===== config.mk =====
export PLATFORM = sky130hd
export DESIGN_NAME = irq_redirect_router
export DESIGN_NICKNAME = d
export VERILOG_FILES = /design/src/rtl/irr_pkg.sv /design/src/rtl/irr_table.sv /design/src/rtl/irr_line_arb.sv /design/src/rtl/irr_cpu_pick.sv /design/src/rtl/irq_redirect_router.sv
export SDC_FILE = /design/constraint.sdc
export NUM_CORES = 1
export LEC_CHECK = 0
export ABC_AREA = 1
export BUFFER_PORTS_ARGS = -buffer_cell sky130_fd_sc_hd__buf_2
export CORE_ASPECT_RATIO = 1.25
export CORE_MARGIN = 2
export CORE_UTILIZATION = 56
export CTS_BUF_LIST = sky130_fd_sc_hd__clkbuf_16
export CTS_CLUSTER_DIAMETER = 80
export DETAILED_ROUTE_END_ITERATION = 8
export PLACE_DENSITY = 0.75
export RECOVER_POWER = 50
export SLEW_MARGIN = 10
export SYNTH_ARGS = -nofsm -noshare
export SYNTH_HDL_FRONTEND = slang
export SYNTH_SLANG_ARGS = --single-unit

===== constraint.sdc =====
create_clock -name clk -period 48 [get_ports clk]
set_input_delay 14.4 -clock clk [delete_from_list [all_inputs] [get_ports clk]]
set_output_delay 14.4 -clock clk [all_outputs]
set_load 0.05 [all_outputs]

===== src/rtl/irr_pkg.sv =====
package irr_pkg;

    localparam int CPU_N  = 4;
    localparam int VEC_W  = 8;
    localparam int PRIO_W = 4;
    localparam int TPR_W  = 4;

    typedef enum logic {
        DLV_FIXED  = 1'b0,
        DLV_LOWEST = 1'b1
    } dlv_mode_e;

    // Packed MSB first: mask, mode, destination, priority, vector
    typedef struct packed {
        logic               masked;
        dlv_mode_e          mode;
        logic [CPU_N-1:0]   dest;
        logic [PRIO_W-1:0]  prio;
        logic [VEC_W-1:0]   vec;
    } rte_t;

    localparam rte_t RTE_RESET = '{
        masked: 1'b1,
        mode:   DLV_FIXED,
        dest:   '0,
        prio:   '0,
        vec:    '0
    };

endpackage


===== src/rtl/irr_table.sv =====
module irr_table
    import irr_pkg::*;
#(
    parameter int NUM_LINES = 24,
    parameter int IDX_W     = $clog2(NUM_LINES)
) (
    input  logic             clk,
    input  logic             rst_n,
    input  logic             wr_en,
    input  logic [IDX_W-1:0] wr_idx,
    input  rte_t             wr_data,
    output rte_t             entries [NUM_LINES]
);

    rte_t tab_d [NUM_LINES];
    rte_t tab_q [NUM_LINES];

    always_comb begin
        for (int i = 0; i < NUM_LINES; i++) begin
            tab_d[i] = tab_q[i];
            // An index beyond the table matches no entry
            if (wr_en && (wr_idx == IDX_W'(i))) begin
                tab_d[i] = wr_data;
            end
        end
    end

    always_ff @(posedge clk) begin
        for (int i = 0; i < NUM_LINES; i++) begin
            if (!rst_n) tab_q[i] <= RTE_RESET;
            else        tab_q[i] <= tab_d[i];
        end
    end

    always_comb begin
        for (int i = 0; i < NUM_LINES; i++) begin
            entries[i] = tab_q[i];
        end
    end

endmodule


===== src/rtl/irr_line_arb.sv =====
module irr_line_arb
    import irr_pkg::*;
#(
    parameter int NUM_LINES = 24,
    parameter int IDX_W     = $clog2(NUM_LINES)
) (
    input  logic [NUM_LINES-1:0] eligible,
    input  rte_t                 entries [NUM_LINES],
    output logic                 found,
    output logic [IDX_W-1:0]     grant_idx
);

    logic [PRIO_W-1:0] best_prio;

    // Strictly greater replaces the holder, so equal priority keeps the lower index
    always_comb begin
        found     = 1'b0;
        grant_idx = '0;
        best_prio = '0;
        for (int i = 0; i < NUM_LINES; i++) begin
            if (eligible[i] && (!found || (entries[i].prio > best_prio))) begin
                found     = 1'b1;
                grant_idx = IDX_W'(i);
                best_prio = entries[i].prio;
            end
        end
    end

endmodule


===== src/rtl/irr_cpu_pick.sv =====
module irr_cpu_pick
    import irr_pkg::*;
(
    input  rte_t                   entry,
    input  logic [CPU_N*TPR_W-1:0] tpr_flat,
    output logic [CPU_N-1:0]       targets
);

    logic [TPR_W-1:0] tpr [CPU_N];
    logic [CPU_N-1:0] lowest_oh;
    logic [TPR_W-1:0] best_tpr;
    logic             any;

    genvar c;
    generate
        for (c = 0; c < CPU_N; c++) begin : g_tpr
            assign tpr[c] = tpr_flat[c*TPR_W +: TPR_W];
        end
    endgenerate

    always_comb begin
        lowest_oh = '0;
        best_tpr  = '0;
        any       = 1'b0;
        for (int k = 0; k < CPU_N; k++) begin
            if (entry.dest[k] && (!any || (tpr[k] < best_tpr))) begin
                any       = 1'b1;
                best_tpr  = tpr[k];
                lowest_oh = '0;
                lowest_oh[k] = 1'b1;
            end
        end
    end

    always_comb begin
        if (entry.mode == DLV_LOWEST) targets = lowest_oh;
        else                          targets = entry.dest;
    end

endmodule


===== src/rtl/irq_redirect_router.sv =====
module irq_redirect_router
    import irr_pkg::*;
#(
    parameter int NUM_LINES = 24,
    localparam int IDX_W    = $clog2(NUM_LINES),
    localparam int ENTRY_W  = $bits(rte_t),
    localparam int TPR_ALL  = CPU_N * TPR_W
) (
    input  logic                 clk,
    input  logic                 rst_n,
    input  logic [NUM_LINES-1:0] irq_in,
    input  logic                 cfg_we,
    input  logic [IDX_W-1:0]     cfg_idx,
    input  logic [ENTRY_W-1:0]   cfg_wdata,
    input  logic [TPR_ALL-1:0]   cpu_tpr,
    output logic                 msg_valid,
    input  logic                 msg_ready,
    output logic [VEC_W-1:0]     msg_vector,
    output logic [CPU_N-1:0]     msg_targets
);

    typedef struct packed {
        logic [NUM_LINES-1:0] pend;
        logic [NUM_LINES-1:0] irq_prev;
        logic                 valid;
        logic [VEC_W-1:0]     vec;
        logic [CPU_N-1:0]     tgt;
        logic [IDX_W-1:0]     sel;
        logic                 dyn;
    } state_t;

    state_t s_d, s_q;

    rte_t                 entries [NUM_LINES];
    logic [NUM_LINES-1:0] eligible;
    logic                 found;
    logic [IDX_W-1:0]     grant_idx;
    logic [CPU_N-1:0]     pick_tgt;
    logic [NUM_LINES-1:0] rise;
    logic [NUM_LINES-1:0] clr;

    irr_table #(.NUM_LINES(NUM_LINES), .IDX_W(IDX_W)) u_table (
        .clk     (clk),
        .rst_n   (rst_n),
        .wr_en   (cfg_we),
        .wr_idx  (cfg_idx),
        .wr_data (rte_t'(cfg_wdata)),
        .entries (entries)
    );

    genvar g;
    generate
        for (g = 0; g < NUM_LINES; g++) begin : g_elig
            assign eligible[g] = s_q.pend[g] && !entries[g].masked && (|entries[g].dest);
        end
    endgenerate

    irr_line_arb #(.NUM_LINES(NUM_LINES), .IDX_W(IDX_W)) u_arb (
        .eligible  (eligible),
        .entries   (entries),
        .found     (found),
        .grant_idx (grant_idx)
    );

    irr_cpu_pick u_pick (
        .entry    (entries[grant_idx]),
        .tpr_flat (cpu_tpr),
        .targets  (pick_tgt)
    );

    always_comb begin
        s_d        = s_q;
        rise       = irq_in & ~s_q.irq_prev;
        s_d.irq_prev = irq_in;
        clr        = '0;
        if (s_q.valid && msg_ready) begin
            for (int i = 0; i < NUM_LINES; i++) begin
                if (s_q.sel == IDX_W'(i)) clr[i] = 1'b1;
            end
            s_d.valid = 1'b0;
        end else if (!s_q.valid && found) begin
            s_d.valid = 1'b1;
            s_d.vec   = entries[grant_idx].vec;
            s_d.tgt   = pick_tgt;
            s_d.sel   = grant_idx;
            s_d.dyn   = (entries[grant_idx].mode == DLV_LOWEST);
        end
        // A fresh edge in the clearing cycle wins over the clear
        s_d.pend = (s_q.pend & ~clr) | rise;
    end

    always_ff @(posedge clk) begin
        if (!rst_n) s_q <= '0;
        else        s_q <= s_d;
    end

    assign msg_valid   = s_q.valid;
    assign msg_vector  = s_q.vec;
    assign msg_targets = s_q.tgt;

    AST_HOLD_STABLE: assert property (@(posedge clk) disable iff (!rst_n)
        (msg_valid && !msg_ready) |=> (msg_valid && $stable(msg_vector) && $stable(msg_targets)));

    AST_DROP_AFTER_ACCEPT: assert property (@(posedge clk) disable iff (!rst_n)
        (msg_valid && msg_ready) |=> !msg_valid);

    AST_HELD_LINE_PENDING: assert property (@(posedge clk) disable iff (!rst_n)
        msg_valid |-> s_q.pend[s_q.sel]);

    AST_LOWEST_ONE_TARGET: assert property (@(posedge clk) disable iff (!rst_n)
        (msg_valid && s_q.dyn) |-> ($countones(msg_targets) == 1));

    AST_TARGETS_NONEMPTY: assert property (@(posedge clk) disable iff (!rst_n)
        msg_valid |-> (msg_targets != '0));

endmodule


==> flow_summary.yaml <==
grt:
  number_of_antenna_violations_at_the_first_check_in_global_routing: 1
  overflow: 0
  grt_start_max_net_pins: 256
  globalRouteTotalUtil: 0.301
  global_route_wire_length_before_repair_mm: 114
  first_global_vias: 21459
layout:
  drive_gt1_frac: 0.0698
  most-common-layout-cells: "o21ai_0 (648), nor2_1 (521), dfxtp_1 (498)"
  layout.cells.most_common: "o21ai_0"
  final_area_mm2: 0.0268
  layout.nets: 3708
  syn2layout_area_growth_pct: 6.91
  post_route_insts_no_fill: 4170
setup_path:
  cp_slowest_cell: "buf_4"
  critical_path_peak_fanout: 40
  crit_type: "reg -> reg"
  type_of_destination_of_the_critical_path: "register"
  timing.critical_path.slowest_cell_delay_ns: 0.48
  arrival_ns: 32.81
  worst_setup_path_endpoint: "msg_targets[0]"
  setup.reg_to_reg.worst_slack_ns: 15.63
  worstSetupStartpoint: "u_table.tab_q[0][12]"
  path_common_cell: "nand2_1"
  rr_startpoint: "u_table.tab_q[0][12]"
  r2r_cells: 256
  reg2reg_to: "msg_targets[0]"
  worstPathRequired_ns: 48.44
  start_kind: "register"
detailed_routing:
  routed-via-count: 23544
  route.detailed.vias_per_inst: 5.65
  drt_pre_antenna_iters: 6
  routed_wire_length_per_instance_um: 17.3
  dr.first_iter.drc_count: 1947
  number_of_nets_still_failing_antenna_checks_after_routing: 0
  routed_wirelength_mm: 72.0
  detail_route.drc_violations: 0
die:
  boundaryPins: 80
  die_w_um: 193
  die_h_um: 241
  initial_core_util: 0.569
  core-area_mm2: 0.0441
  rows: 86
  fp.dieArea_mm2: 0.0465
sta:
  fin_skew_ns: 0.0190
  timing.final.crit_period_ns: 32.37
  max_freq_mhz: 30.9
  timing.final.setup_violations: 0
  maxSlewViolCount: 490
  layout_worst_path_cycle_share: 0.674
  slew_headroom: -4.77
  timing.final.hold_violations: 0
  rsz0062_at_grt: "false"
  fin_setup_tns_ns: 0
  max_slew.worst_pin.slew_ns: 8.66
cts:
  cts.repair_timing.setup_buffer_count: 0
  clkSinkCount: 498
  cts_root_buf: "clkbuf_16"
  cts_max_level: 2
  clock_insertion_delay_worst_skew_ns: 0.59
  cts-resized-gates: 0
  ctsHoldBuffers: 0
  cts_made_buffers: 51
  tritoncts: "done"
  path_clk_slew_ns: 0.07
  clock_tree.buffer_depth: 3
synth:
  synth.net_count: 3801
  mean_instance_size_in_the_synthesized_netlist_um2: 6.87
  synth_top_flop_cell: "dfxtp_1"
  netlist-cell-type-count: 43
  ys_seq_elements: 498
  ys_warns: 0
  yosysSeqAreaShare: 0.397
  mappedNetlistArea_mm2: 0.0251
  ys_async_sr_fraction: 0
  synth-edff-count: 0
  post_synth_inst_count: 3649
flow_run:
  max-cap-violations: 3
place:
  gp_congestion: 0.934
  placedCellCount: 4075
  placed_cell_area_mm2: 0.0253
  place_hpwl_mm: 47.6
  buffer_ports.inserted: 79
run_status:
  outcome: "finished with violations"
  failing_checks: "capacitance limit, slew limit"
pwr:
  leakagePower_uw: 0.0120
  power-per-cell-area_mw_per_mm2: 31.9
  max-vdd-ir-drop_uv: 32.1
min_path:
  hold_path.class: "reg -> reg"
==> state kept, by name, indices dropped and copies added (netlist names) <==
name,cells
msg_valid,1
msg_vector,8
u_table.tab_q,432
msg_targets,4
s_q,53
==> synth_stat cells, types with 21 or more instances <==
cell | number | area, um2
a21oi_1 | 333 | 1670
buf_1 | 21 | 78.8
clkbuf_1 | 187 | 702
dfxtp_1 | 498 | 9970
ha_1 | 85 | 1060
inv_1 | 392 | 1470
inv_2 | 22 | 82.6
nand2_1 | 415 | 1560
nand2_2 | 45 | 282
nand3_1 | 211 | 1060
nand4_1 | 38 | 238
nor2_1 | 522 | 1960
o211ai_1 | 51 | 383
o21ai_0 | 649 | 3250
==> logic make-up after synthesis <==
family / Yosys count / synth area share
compound gates: 1093 / 0.228
buf+inv: 664 / 0.107
fa+ha+maj: 85 / 0.0424
flops: 498 / 0.397
simple gates: 1309 / 0.225
==> metal layers <==
layer  share of wire  routed length [um]  track usage  up-vias
li1                -                   -            -    11861
met2            0.48               34400        0.525      734
met1            0.42               30600        0.381    10771
met4           0.039                2830        0.122        0
met5               0                   0            0        -
met3           0.059                4220       0.0337      178
==> per-stage QoR <==
step | power [uW] | hold WS [ns] | utilization | worst slack, ns
floorplan | 466 | 0.399 | - | 20.60
global placement | 483 | 0.404 | 0.573 | 16.47
detailed placement | 483 | 0.410 | 0.573 | 15.97
CTS | 855 | 0.416 | 0.609 | 15.84
global route | 880 | 0.428 | 0.608 | 11.31
finish | 855 | 0.416 | 0.608 | 15.63
==> worst min path at each step <==
stage,start,to,slack (ns),depth (start not counted)
global route,s_q[34],s_q[58],0.43,1
detailed placement,s_q[25],s_q[49],0.41,1
CTS,s_q[23],s_q[47],0.42,1
floorplan,s_q[20],s_q[44],0.40,1
global placement,s_q[22],s_q[46],0.40,1
finish,s_q[23],s_q[47],0.42,1
==> worst max-delay path: cells and delay by family (launching register included) <==
family / cells / cell delay (ns)
AOI/OAI and AO/OA: 55 / 7.56
adders and majority gates: 26 / 7.98
and+or+nand+nor: 146 / 13.53
DFF: 1 / 0.39
buffers and inverters: 29 / 2.71
==> where the power goes <==
group	total [uW]	leakage [uW]	switching [uW]	internal, uW
logic	50.4	0.00713	34.0	16.4
clock network	378	0.000803	171	208
registers	427	0.00403	5.29	421
==> layout make-up <==
type | count | area (um2)
diodes | 1 | 2.50
clock inverters | 42 | 270
repair buffers | 103 | 551
flip-flops and latches | 498 | 9970
fillers | 4218 | 17300
inverters | 415 | 1560
multi-input cells | 2487 | 12400
well taps | 572 | 716
clock buffers | 52 | 1300
(Power assumes the default switching activity.)
